==> src/rtl/cfgreg_pkg.sv <==
package cfgreg_pkg;
  localparam logic [11:0] OFS_CTRL     = 12'h000;
  localparam logic [11:0] OFS_NWORDS   = 12'h010;
  localparam logic [11:0] OFS_GEOM     = 12'h014;
  localparam logic [11:0] OFS_INDEX    = 12'h018;
  localparam logic [11:0] OFS_WINDOW   = 12'h01C;
  localparam logic [11:0] OFS_ISTAT    = 12'h020;
  localparam logic [11:0] OFS_ICLR     = 12'h024;
  localparam logic [11:0] OFS_IEN      = 12'h028;
  localparam logic [11:0] OFS_IADDR    = 12'h02C;
  localparam logic [11:0] OFS_IATTR    = 12'h030;
  localparam logic [11:0] OFS_ISET     = 12'h034;
  localparam logic [11:0] OFS_ID_FIRST = 12'hFD0;

  localparam logic [31:0] CTRL_RESET = 32'h0000_0100;
  localparam logic [31:0] CTRL_KEEP  = 32'h8000_0110;
  localparam int          BIT_RESP   = 4;
  localparam int          BIT_STEP   = 8;
  localparam int          BIT_LOCK   = 31;
  localparam logic [7:0]  ID_BASE    = 8'hA0;
endpackage

==> src/rtl/cfg_bytelane.sv <==
// Byte-lane steering for sub-word accesses.
module cfg_bytelane (
  input  logic [1:0]  addr_lo,
  input  logic [1:0]  size,
  input  logic [31:0] wdata,
  input  logic [31:0] cur_val,
  output logic [31:0] merged,
  output logic [31:0] zfill,
  output logic [31:0] rd_out
);
  logic [4:0]  sh;
  logic [31:0] mask;
  logic [31:0] wsh;

  always_comb begin
    case (size)
      2'd0: begin
        sh   = {addr_lo, 3'b000};
        mask = 32'h0000_00FF << sh;
      end
      2'd1: begin
        sh   = {addr_lo[1], 4'b0000};
        mask = 32'h0000_FFFF << sh;
      end
      default: begin
        sh   = 5'd0;
        mask = 32'hFFFF_FFFF;
      end
    endcase
    wsh    = (wdata << sh) & mask;
    merged = (cur_val & ~mask) | wsh;
    zfill  = wsh;
    rd_out = (cur_val & mask) >> sh;
  end
endmodule

==> src/rtl/cfg_table.sv <==
// Table storage with its index register.
module cfg_table #(
  parameter int WORDS = 8,
  parameter int IDX_W = 3
) (
  input  logic                 clk,
  input  logic                 rst,
  input  logic                 idx_we,
  input  logic [31:0]          idx_wval,
  input  logic                 win_we,
  input  logic [31:0]          win_wval,
  input  logic                 adv,
  output logic [IDX_W-1:0]     idx_q,
  output logic [31:0]          win_rdata,
  output logic [WORDS*32-1:0]  table_flat
);
  localparam logic [IDX_W-1:0] LAST = IDX_W'(WORDS - 1);

  logic [31:0] mem_q [WORDS];

  always_ff @(posedge clk) begin
    if (rst) begin
      idx_q <= '0;
    end else if (idx_we) begin
      idx_q <= IDX_W'(idx_wval % 32'(WORDS));
    end else if (adv) begin
      idx_q <= (idx_q == LAST) ? '0 : idx_q + 1'b1;
    end
  end

  always_ff @(posedge clk) begin
    if (rst) begin
      for (int i = 0; i < WORDS; i++) mem_q[i] <= '0;
    end else if (win_we) begin
      mem_q[idx_q] <= win_wval;
    end
  end

  assign win_rdata = mem_q[idx_q];

  for (genvar g = 0; g < WORDS; g++) begin : g_flat
    assign table_flat[g*32 +: 32] = mem_q[g];
  end

  // the index never leaves the table
  a_r6_idx_in_range: assert property (@(posedge clk) disable iff (rst)
    32'(idx_q) < 32'(WORDS));
endmodule

==> src/rtl/sec_cfg_regs.sv <==
module sec_cfg_regs
  import cfgreg_pkg::*;
#(
  parameter int WORDS    = 8,
  parameter int BLK_LOG2 = 12
) (
  input  logic                 clk,
  input  logic                 rst,
  input  logic                 req,
  input  logic                 we,
  input  logic [11:0]          addr,
  input  logic [1:0]           size,
  input  logic [31:0]          wdata,
  input  logic                 nonsec,
  output logic [31:0]          rdata,
  input  logic                 int_stat_i,
  input  logic                 int_en_i,
  input  logic [31:0]          int_addr_i,
  input  logic [31:0]          int_attr_i,
  output logic                 ien_we_o,
  output logic                 ien_val_o,
  output logic                 iclr_o,
  output logic                 iset_o,
  output logic                 sec_resp_o,
  output logic                 lock_o,
  output logic [WORDS*32-1:0]  table_o
);
  localparam int IDX_W = (WORDS > 1) ? $clog2(WORDS) : 1;

  logic [11:0]      off;
  logic             is_id, allowed, act, wr, rd, word_acc, locked, step_on;
  logic [31:0]      ctrl_q, cur_val, merged, zfill, rd_out, win_rdata;
  logic [IDX_W-1:0] idx_q;
  logic [3:0]       id_k;
  logic             ctrl_we, idx_we, win_we, adv;
  logic [31:0]      rdata_q;
  logic             ien_we_q, ien_val_q, iclr_q, iset_q;

  // Access qualification
  assign off      = {addr[11:2], 2'b00};
  assign is_id    = (off >= OFS_ID_FIRST);
  assign allowed  = !nonsec || is_id;
  assign act      = req && allowed;
  assign wr       = act && we;
  assign rd       = act && !we;
  assign word_acc = size[1];
  assign locked   = ctrl_q[BIT_LOCK];
  assign step_on  = ctrl_q[BIT_STEP];
  assign id_k     = 4'((off - OFS_ID_FIRST) >> 2);

  // Current register value for reads and sub-word merges
  always_comb begin
    case (off)
      OFS_CTRL:   cur_val = ctrl_q;
      OFS_NWORDS: cur_val = 32'(WORDS - 1);
      OFS_GEOM:   cur_val = 32'(BLK_LOG2 - 5);
      OFS_INDEX:  cur_val = 32'(idx_q);
      OFS_WINDOW: cur_val = win_rdata;
      OFS_ISTAT:  cur_val = {31'b0, int_stat_i};
      OFS_IEN:    cur_val = {31'b0, int_en_i};
      OFS_IADDR:  cur_val = int_addr_i;
      OFS_IATTR:  cur_val = int_attr_i;
      default:    cur_val = is_id ? {24'b0, ID_BASE + {4'b0, id_k}} : 32'b0;
    endcase
  end

  cfg_bytelane u_lane (
    .addr_lo (addr[1:0]),
    .size    (size),
    .wdata   (wdata),
    .cur_val (cur_val),
    .merged  (merged),
    .zfill   (zfill),
    .rd_out  (rd_out)
  );

  // Write enables with lock gating
  assign ctrl_we = wr && (off == OFS_CTRL) && !locked;
  assign idx_we  = wr && (off == OFS_INDEX);
  assign win_we  = wr && (off == OFS_WINDOW) && !locked;
  assign adv     = act && (off == OFS_WINDOW) && word_acc && step_on
                   && !(we && locked);

  cfg_table #(.WORDS(WORDS), .IDX_W(IDX_W)) u_table (
    .clk        (clk),
    .rst        (rst),
    .idx_we     (idx_we),
    .idx_wval   (merged),
    .win_we     (win_we),
    .win_wval   (merged),
    .adv        (adv),
    .idx_q      (idx_q),
    .win_rdata  (win_rdata),
    .table_flat (table_o)
  );

  // Control register, read data and interrupt strobes
  always_ff @(posedge clk) begin
    if (rst) begin
      ctrl_q    <= CTRL_RESET;
      rdata_q   <= '0;
      ien_we_q  <= 1'b0;
      ien_val_q <= 1'b0;
      iclr_q    <= 1'b0;
      iset_q    <= 1'b0;
    end else begin
      if (ctrl_we) ctrl_q <= merged & CTRL_KEEP;
      rdata_q   <= rd ? rd_out : 32'b0;
      ien_we_q  <= wr && (off == OFS_IEN) && !locked;
      ien_val_q <= zfill[0];
      iclr_q    <= wr && (off == OFS_ICLR) && zfill[0];
      iset_q    <= wr && (off == OFS_ISET) && zfill[0];
    end
  end

  assign rdata      = rdata_q;
  assign ien_we_o   = ien_we_q;
  assign ien_val_o  = ien_val_q;
  assign iclr_o     = iclr_q;
  assign iset_o     = iset_q;
  assign sec_resp_o = ctrl_q[BIT_RESP];
  assign lock_o     = locked;

  // lock holds until reset and freezes the table and enable writes
  a_r3_lock_sticky: assert property (@(posedge clk) disable iff (rst)
    lock_o |=> lock_o);
  a_r3_table_frozen: assert property (@(posedge clk) disable iff (rst)
    lock_o |=> $stable(table_o));
  a_r3_no_ien_strobe: assert property (@(posedge clk) disable iff (rst)
    lock_o |-> !ien_we_o);
  // non-secure access below the ID range is invisible
  a_r4_ns_read_zero: assert property (@(posedge clk) disable iff (rst)
    (req && !we && nonsec && addr < OFS_ID_FIRST) |=> (rdata == 32'b0));
  a_r4_ns_no_effect: assert property (@(posedge clk) disable iff (rst)
    (req && nonsec && addr < OFS_ID_FIRST) |=>
      ($stable(table_o) && $stable(sec_resp_o) && !iclr_o && !iset_o && !ien_we_o));
  // strobes are single-cycle pulses of one kind
  a_r11_one_strobe: assert property (@(posedge clk) disable iff (rst)
    $onehot0({ien_we_o, iclr_o, iset_o}));
endmodule

==> config.mk <==
export PLATFORM = sky130hd
export DESIGN_NAME = sec_cfg_regs
export DESIGN_NICKNAME = d
export VERILOG_FILES = /design/src/rtl/cfgreg_pkg.sv /design/src/rtl/cfg_bytelane.sv /design/src/rtl/cfg_table.sv /design/src/rtl/sec_cfg_regs.sv
export SDC_FILE = /design/constraint.sdc
export NUM_CORES = 1
export LEC_CHECK = 0
export ABC_CLOCK_PERIOD_IN_PS = 4900
export BUFFER_PORTS_ARGS = -buffer_cell sky130_fd_sc_hd__buf_2
export CAP_MARGIN = 40
export CORE_ASPECT_RATIO = 0.9
export CORE_MARGIN = 5
export CORE_UTILIZATION = 53
export CTS_CLUSTER_DIAMETER = 150
export DETAILED_ROUTE_END_ITERATION = 12
export PLACE_DENSITY = 0.89
export REMOVE_ABC_BUFFERS = 1
export SLEW_MARGIN = 20
export SYNTH_ARGS = -nofsm -noshare
export SYNTH_HDL_FRONTEND = slang
export SYNTH_HIERARCHICAL = 1
export SYNTH_SLANG_ARGS = --single-unit
==> constraint.sdc <==
create_clock -name clk -period 4.9 [get_ports clk]
set_input_delay 0.245 -clock clk [delete_from_list [all_inputs] [get_ports clk]]
set_output_delay 0.245 -clock clk [all_outputs]
set_load 0.01 [all_outputs]
[After elaboration in Yosys (flattened, before gate mapping)]
Memory sizes are Yosys's and may differ from the RTL's. A register that Yosys moved wholly into a read port is not among the register bits.
Index checks and enable logic that the tools add are counted.
Storage, ports and cells
  word-level logic and storage cells: 81
  register bits after elaboration: 42
  memories kept: 1
  memory bits (writable): 256
  input port bits: 117
  output and inout bits: 294
Memories
  u_table.mem_q: depth 8, bits a word 32, rd ports 9, clocked after Yosys merged registers in 1, write ports 8, line cfg_table.sv:19  | logic [31:0] mem_q [WORDS];
Cells by class
  shifts and indexed selects: 4
  muxes and demuxes: 17
  eq/ne operators: 12
  bitwise logic cells: 6
  add/subtract/negate cells: 3
  order comparisons: 1
  reductions and logical operators: 30
Operators by type and width (number)
  $pmux 32 s8: 1
  $and 32x32->32: 3
  $pmux 32 s2: 1
  $eq 10x4->1 const B: 6
  $eq 10x3->1 const B: 4
  $mux 32: 1
  $not 32->32: 1
  $or 32x32->32: 1
  $reduce_or 32->1: 1
  $shl 16x5->32 const A: 1
  $shl 32x5->32: 1
  $shl 8x5->32 const A: 1
  $shr 32x5->32: 1
  $logic_and 1x1->1: 19
  $mux 3: 6
  $ge 12x12->1 const B: 1
  $logic_not 12->1: 1
  $pmux 5 s2: 1
  $add 8x4->8 const A: 1
  $mux 8: 1
  $mux 1: 6
  $sub 6x5->6 const B: 1
  $logic_not 1->1: 4
  $reduce_or 2->1: 2
  7 further kinds: 7

[Longest topological paths before layout]
Gate-level depths: netlist of run 1.
  word-level depth: 11
  depth in mapped cells: 13

[Cells and area by module]
The synthesis of run 1 kept the hierarchy.
By module, submodules not included
  cfg_table: cells an instance 749, area an instance 11720.0 um^2, sequential area each 7807.5 um^2, times used 1
  sec_cfg_regs: cells an instance 250, area an instance 2122.0 um^2, sequential area each 780.7 um^2, times used 1
  cfg_bytelane: cells an instance 241, area an instance 1604.0 um^2, sequential area each 0.0 um^2, times used 1

[Worst setup path after synthesis of run 1]
Ideal clock, no wire load.
  path type: input port to flip-flop
  start point: in addr[5]
  end point: mem u_table.mem_q[1][0] (enable)
  stages: 11
  arrival time: 4.000 ns
  setup time: 0.428 ns
  required time: 4.472 ns
  path slack: 0.472 ns
  buffers on the path: 3
  cells stage by stage: inv_1 > ha_1 > or3b_1 > a211oi_1 > o211ai_1 > nor3b_1 > or3b_1 > clkbuf_1 > buf_2 > buf_2 > o21bai_1
RTL lines
  from (decl): line sec_cfg_regs.sv:11  | input logic [11:0] addr,
  to (decl): line cfg_table.sv:19

==> results of run 1 <==
-- layer usage --
metal,routed length (um),vias up
met1,20400,6274
met4,3190,8
met3,8130,230
li1,-,5417
met5,61,-
met2,27500,1240
-- worst max-delay path, cell delays in order --
cell,delay (ns)
buf_2,0.13
inv_1,0.11
ha_1,0.39
or3b_1,0.43
a211oi_1,0.49
o211ai_1,0.20
nor3b_1,0.32
nand3b_1,0.45
o21bai_4,0.80
buf_12,0.28
-- how the worst max path moves through the flow --
stage	start	depth (start not counted)	end
5_1_grt	addr[5]	10	u_table/mem_q[3][13]
4_1_cts	flop	11	u_table/mem_q[0][23]
3_3_place_gp	addr[5]	10	u_table/mem_q[5][24]
2_1_floorplan	addr[7]	5	u_table/mem_q[2][0]
6_report	addr[5]	10	u_table/mem_q[3][13]
3_5_place_dp	addr[5]	10	u_table/mem_q[3][6]
-- cells in the final DEF (no fill, tap or decap), types with 20 or more instances in the layout --
master,count
edfxtp_1,256
mux4_1,40
nor3_1,263
o21ai_0,29
clkinv_1,35
a22oi_1,32
nor2b_1,23
mux2i_1,24
buf_2,410
buf_4,22
mux2_2,38
dfxtp_1,42
inv_1,38
a21o_1,20
mux4_2,24
clkbuf_16,31
and2_1,62
-- state kept, by name, indices dropped and copies added, names as in the netlist, named ones only --
register	count
ien_we_o	1
u_table/idx_q	3
rdata	32
u_table/mem_q	256
ctrl_q	3
ien_val_o	1
iset_o	1
iclr_o	1
-- power by group through the flow --
| stage | logic (mW) | clock network [mW] | registers [mW] |
|---|---|---|---|
| 6_report | 0.545 | 2.63 | 2.91 |
| 5_1_grt | 0.570 | 2.76 | 2.91 |
| 4_1_cts | 0.534 | 2.64 | 2.91 |
| 3_5_place_dp | 0.531 | 0 | 2.96 |
| 3_3_place_gp | 0.518 | 0 | 2.96 |
| 2_1_floorplan | 0.201 | 0 | 2.98 |
-- area by class of cell --
cell class | count | area share
timing repair buffer | 446 | 0.131
clock buffer | 38 | 0.0422
tap | 366 | 0.0241
antenna | 13 | 0.00171
multi-input combinational | 729 | 0.318
inverter | 70 | 0.0138
sequential | 301 | 0.452
clock inverter | 19 | 0.0170
==> metrics.md, run 1 <==
| Metric | Value |
|---|---|
| Status | `finished, final reports clean` |
| Via count | `13200` |
| P_leak | `7.58 nW` |
| Antenna-violating nets left | `0` |
| TritonCTS clock tree | `built` |
| Cells after Synth | `1212` |
| Area of the multi-input gates | `6030 um^2` |
| Die ar. | `32400 um^2` |
| Worst slew pin tran | `0.919 ns` |
| RSZ-0062 raised after global routing | `no` |
| Worst path arrival time | `3.87 ns` |
| Layout Skew | `0.0256 ns` |
| IO Pins | `roughly 410` |
| Grt met3 use | `0.0883` |
| Placer congestion estimate | `0.945` |
| Mapped cell area | `15300 um^2` |
| Total wire length | `between 50000 and 60000 um` |
| Met1 Use GR | `0.458` |
| Growth of design area from synthesis to finish | `24.1%` |
| Clock power share | `0.433` |
| Clock latency at the later pin of the worst-skew pair | `about 0.57 ns` |
| Max-Cap Viols | `0` |
| Final non-filler cell area | `19000 um^2` |
| Clock-pin slew on the worst setup and hold paths | `approximately 0.06 ns` |
| Hpwl dp | `41400 um` |
| WHS Endpoint | `ien_we_o` |
| Worst Path Max Fanout | `17` |
| Core Util, Final | `0.661` |
| Post-CTS setup buffers | `0` |
| Starting Density | `0.533` |
| Nets | `1703` |
| Clock buffer depth | `3` |
| Hold Vio Cnt, Final | `0` |
| # fillers | `2116` |
| HP Class | `input pin to flop` |
| Post-Route Setup TNS | `0 ns` |
| Post-Syn Area per Cell | `12.6 um^2` |
| Drt drc | `0` |
| Max Fclk | `approximately 280 MHz` |
| Root Buffer | `clkbuf_16` |
| Met2 track demand over resource | `0.562` |
| Min Clock Period, post-route | `3.62 ns` |
| Htree depth | `1` |
| Hold Crit Start | `req` |
| Global Route Usage Sum | `0.351` |
| Initial DRT Pass Iterations | `5` |
| GR peak layer | `met2` |
| Layout cells sized above 1 | `0.365` |
| Routed wire length per instance | `approximately 30 um` |
| YS warnings | `6` |
| Num CTS Buffers | `31` |
| Post-route insts no fill | `1982` |
| Power density over the cells | `321 nW/um^2` |
| Placed Cells | `1910` |
| Post-cts sizing count | `0` |
| Internal | `~4.7 mW` |
| Comb power frac | `0.089` |
| Crit path launch type | `input pin` |
| Drt initial violations | `about 2000` |
| Peak supply drop | `290 uV` |
| Buffers on Ports | `410` |
| Register-to-register setup slack | `1.38 ns` |
| Vias per cell | `6.64` |
| Overall power | `slightly above 6 mW` |
| Max-Slew Margin vs Limit | `0.385` |
| Crit Path Class | `input pin to flop` |
| Final Worst Setup Slack | `1.28 ns` |
| DP Area | `17800 um^2` |
| Hold-critical path depth | `3` |
| # hold bufs at CTS | `0` |
| Sw Share | `0.232` |
| Final hold slack | `0.0998 ns` |
| Cells on worst reg2reg path | `10` |
| Largest net degree at the start of global routing | `69` |
| Die W | `between 150 and 200 um` |
| Initial antenna violation count | `13` |
| Req. time, crit path | `5.15 ns` |
| First-pass GRT wire length | `85100 um` |
| Final setup violation count | `0` |
| Worst setup EP type | `flop` |
| Switching power of the nets | `roughly 1.4 mW` |
| Worst slack, placed | `0.854 ns` |
| Row Count | `59` |
| Max Slew Vio Count | `0` |
| Core footprint | `28700 um^2` |
| Sequential Area | `between 8000 and 9000 um^2` |
| Final Cycle Share | `0.739` |
| CTS Sinks | `301` |
| Total grt overflow | `0` |
| Reg2reg end | `rdata[1]` |
| Die Span Y | `171 um` |
| Power share of the sequential group | `0.478` |
| Vias in the first global route | `13100` |
No activity file was read; power rests on OpenSTA's default activity.
==> run 2, diff against run 1 <==
ABC_AREA = 1   (was unset)
ABC_CLOCK_PERIOD_IN_PS = 3000   (was 4900)
CORE_UTILIZATION = 49   (was 53)
PLACE_DENSITY = 0.86   (was 0.89)
clock period = 3 ns   (was 4.9 ns; I/O delays follow)
==> run 2 against run 1 <==
Die area increased by 19%. Register-to-register slack lost 1.0 ns. Global-route usage down 1.5 points. Largest cell class unchanged. Largest power group unchanged.
==> metrics.md, run 2 <==
| Metric | Value |
|---|---|
| Final Worst Setup Slack | `0.358 ns (-0.923 ns)` |
| Global Route Usage Sum | `0.336 (-0.0150)` |
| Layout Skew | `0.0187 ns (-0.00691 ns)` |
| # hold bufs at CTS | `3 (+3)` |
| Number of cells on the critical path | `14 (+4)` |
| Hpwl dp | `48500 um (+17%)` |
| RSZ-0062 raised after global routing | `no` |
| Buf/Inv on CP | `4 (+1)` |
| Final Cycle Share | `0.881` |
| Min Clock Period, post-route | `between 2 and 3 ns` |
| Placer congestion estimate | `0.980 (+3.7%)` |
| Clock latency at the later pin of the worst-skew pair | `0.51 ns (-0.06 ns)` |
| Crit Path Class | `flop to flop` |
| Clock-pin slew on the worst setup and hold paths | `0.06 ns (about the same)` |
| Final setup violation count | `0 (unchanged)` |
| Vias per cell | `5.48 (-17%)` |
| Die Span Y | `187 um (+9.0%)` |
| Cells on worst reg2reg path | `14 (+4)` |
| Overall power | `10.1 mW (+66%)` |
| Commonest non-fill, non-tap cell in the layout | `nand2_1` |
| Max Fclk | `378 MHz` |
| Largest register by flop count | `u_table/mem_q` |
| Comb power frac | `0.093 (+0.004)` |
| Power density over the cells | `489 nW/um^2 (+53%)` |
| Clock buffer depth | `3 (unchanged)` |
| Internal | `7.64 mW (+63%)` |
| Top delay family on crit path | `buffers and inverters` |
| Starting Density | `0.497 (-0.0355)` |
| Largest net degree at the start of global routing | `65 (-5.8%)` |
| Post-cts sizing count | `0 (unchanged)` |
| Peak supply drop | `454 uV (+56%)` |
| Reg2reg end | `u_table/mem_q[6][2]` |
| Worst slack, placed | `0.308 ns (-0.546 ns)` |
| Root Buffer | `clkbuf_16` |
| Hold Vio Cnt, Final | `0 (unchanged)` |
| TritonCTS clock tree | `built` |
| Crit path launch type | `flop` |
| Setup crit end | `u_table/mem_q[6][2]` |
| # fillers | `3045 (+44%)` |
| Die W | `206 um (+9.0%)` |
| Initial DRT Pass Iterations | `7 (+2)` |
| Drt initial violations | `2470 (+23%)` |
| Area of the multi-input gates | `6110 um^2 (+1.3%)` |
| Mapped cell area | `17000 um^2 (+11%)` |
| Post-Syn Area per Cell | `7.75 um^2 (-39%)` |
| Max-Slew Margin vs Limit | `0.593 (+0.207)` |
| Req. time, crit path | `3.36 ns (-1.79 ns)` |
| Cells after Synth | `2189 (+81%)` |
| Routed wire length per instance | `21.8 um (-27%)` |
| First-pass GRT wire length | `98400 um (+16%)` |
| Worst slew pin tran | `0.611 ns (-0.308 ns)` |
| Max Slew Vio Count | `0 (unchanged)` |
| Commonest cells after routing, fill and taps aside | `nand2_1, buf_2, inv_1, nor2_1, edfxtp_1` |
| Total wire length | `67000 um (+13%)` |
| Switching power of the nets | `2.45 mW (+73%)` |
| Critical path's largest stage delay | `0.44 ns (-0.36 ns)` |
| HP Class | `input pin to flop` |
| Nets | `2699 (+58%)` |
| Worst setup EP type | `flop` |
| Drt drc | `0 (unchanged)` |
| Growth of design area from synthesis to finish | `21.6%` |
| Max FFs per register | `256 (unchanged)` |
| Buffers on Ports | `410 (unchanged)` |
| Slowest CP cell | `inv_2` |
| Max-Cap Viols | `0 (unchanged)` |
| CTS Sinks | `301 (unchanged)` |
| Initial antenna violation count | `14 (+1)` |
| Register-to-register setup slack | `0.36 ns (-1.02 ns)` |
| Layout cells sized above 1 | `0.229 (-0.136)` |
| Htree depth | `2 (+1)` |
| Core Util, Final | `0.605 (-0.0564)` |
| Row Count | `64 (+8.5%)` |
| Crit-path cells | `inv_2, buf_12, nand3_1, nand2_1, nand2_1, nand2_1, nand2_1, nand2_1, nor2_1, nand4_1, inv_1, o22ai_1, inv_1, nor2_1` |
| Total grt overflow | `0 (unchanged)` |
| Post-CTS setup buffers | `0 (unchanged)` |
| Clock power share | `0.435 (+0.002)` |
| Antenna-violating nets left | `0 (unchanged)` |
| IO Pins | `411 (unchanged)` |
| Vias in the first global route | `16200 (+24%)` |
| Core footprint | `34100 um^2 (+19%)` |
| Most used cell, CP | `nand2_1` |
| Sw Share | `0.243 (+0.0104)` |
| Die ar. | `38500 um^2 (+19%)` |
| Power share of the sequential group | `0.472 (-0.006)` |
| Status | `finished, final reports clean` |
| Worst Path Max Fanout | `32 (+15)` |
| Worst path arrival time | `3.00 ns (-0.87 ns)` |
| Via count | `16800 (+28%)` |
| YS warnings | `6 (unchanged)` |
| Num CTS Buffers | `34 (+9.7%)` |
| Sequential Area | `8590 um^2 (unchanged)` |
| P_leak | `10.3 nW (+35%)` |
-- run 2: power groups by stage --
stage          logic [mW]  clock network (mW)  registers (mW)
2_1_floorplan       0.374                   0            4.87
3_3_place_gp        0.898                   0            4.85
3_5_place_dp        0.915                   0            4.85
4_1_cts             0.923                4.42            4.76
5_1_grt              1.01                4.60            4.77
6_report            0.941                4.39            4.76
-- run 2: worst min path at each step --
| stage | to | from | cells past startpoint |
|---|---|---|---|
| 2_1_floorplan | ctrl_q[31] | rst | 1 |
| 3_3_place_gp | ctrl_q[31] | rst | 2 |
| 3_5_place_dp | ctrl_q[31] | rst | 2 |
| 4_1_cts | iset_o | req | 5 |
| 5_1_grt | iset_o | addr[6] | 4 |
| 6_report | ctrl_q[8] | we | 4 |
-- run 2: through the flow --
step	cells	hold slack [ns]	setup TNS, ns	area, um^2
2_1_floorplan	2077	0.219	-866.22	16200
3_3_place_gp	2998	0.381	0	19400
3_5_place_dp	2998	0.403	0	19400
4_1_cts	3062	0.0326	0	20600
5_1_grt	3068	0.0778	0	20600
6_report	3069	0.0509	0	20600
-- run 2: worst min-delay path: stages --
cell and delay, ns:
buf_2 0.11, nand4_1 0.14, nand2_1 0.06, nand3_1 0.07
-- run 2: cell type report --
class	instances	area share
repair buffers	462	0.127
clock inverters	18	0.0101
inverters	412	0.0750
multi-input cells	1364	0.296
flip-flops and latches	301	0.416
clock buffers	43	0.0469
well taps	462	0.0280
diodes	7	0.000849
-- run 2: layer usage --
metal  global-route usage  up-vias  wire (um)
li1                     -     7491          -
met1                0.447     7667      23600
met2                0.525     1401      30100
met3               0.0781      255       9640
met4                0.151       18       3480
met5                    0        -        124
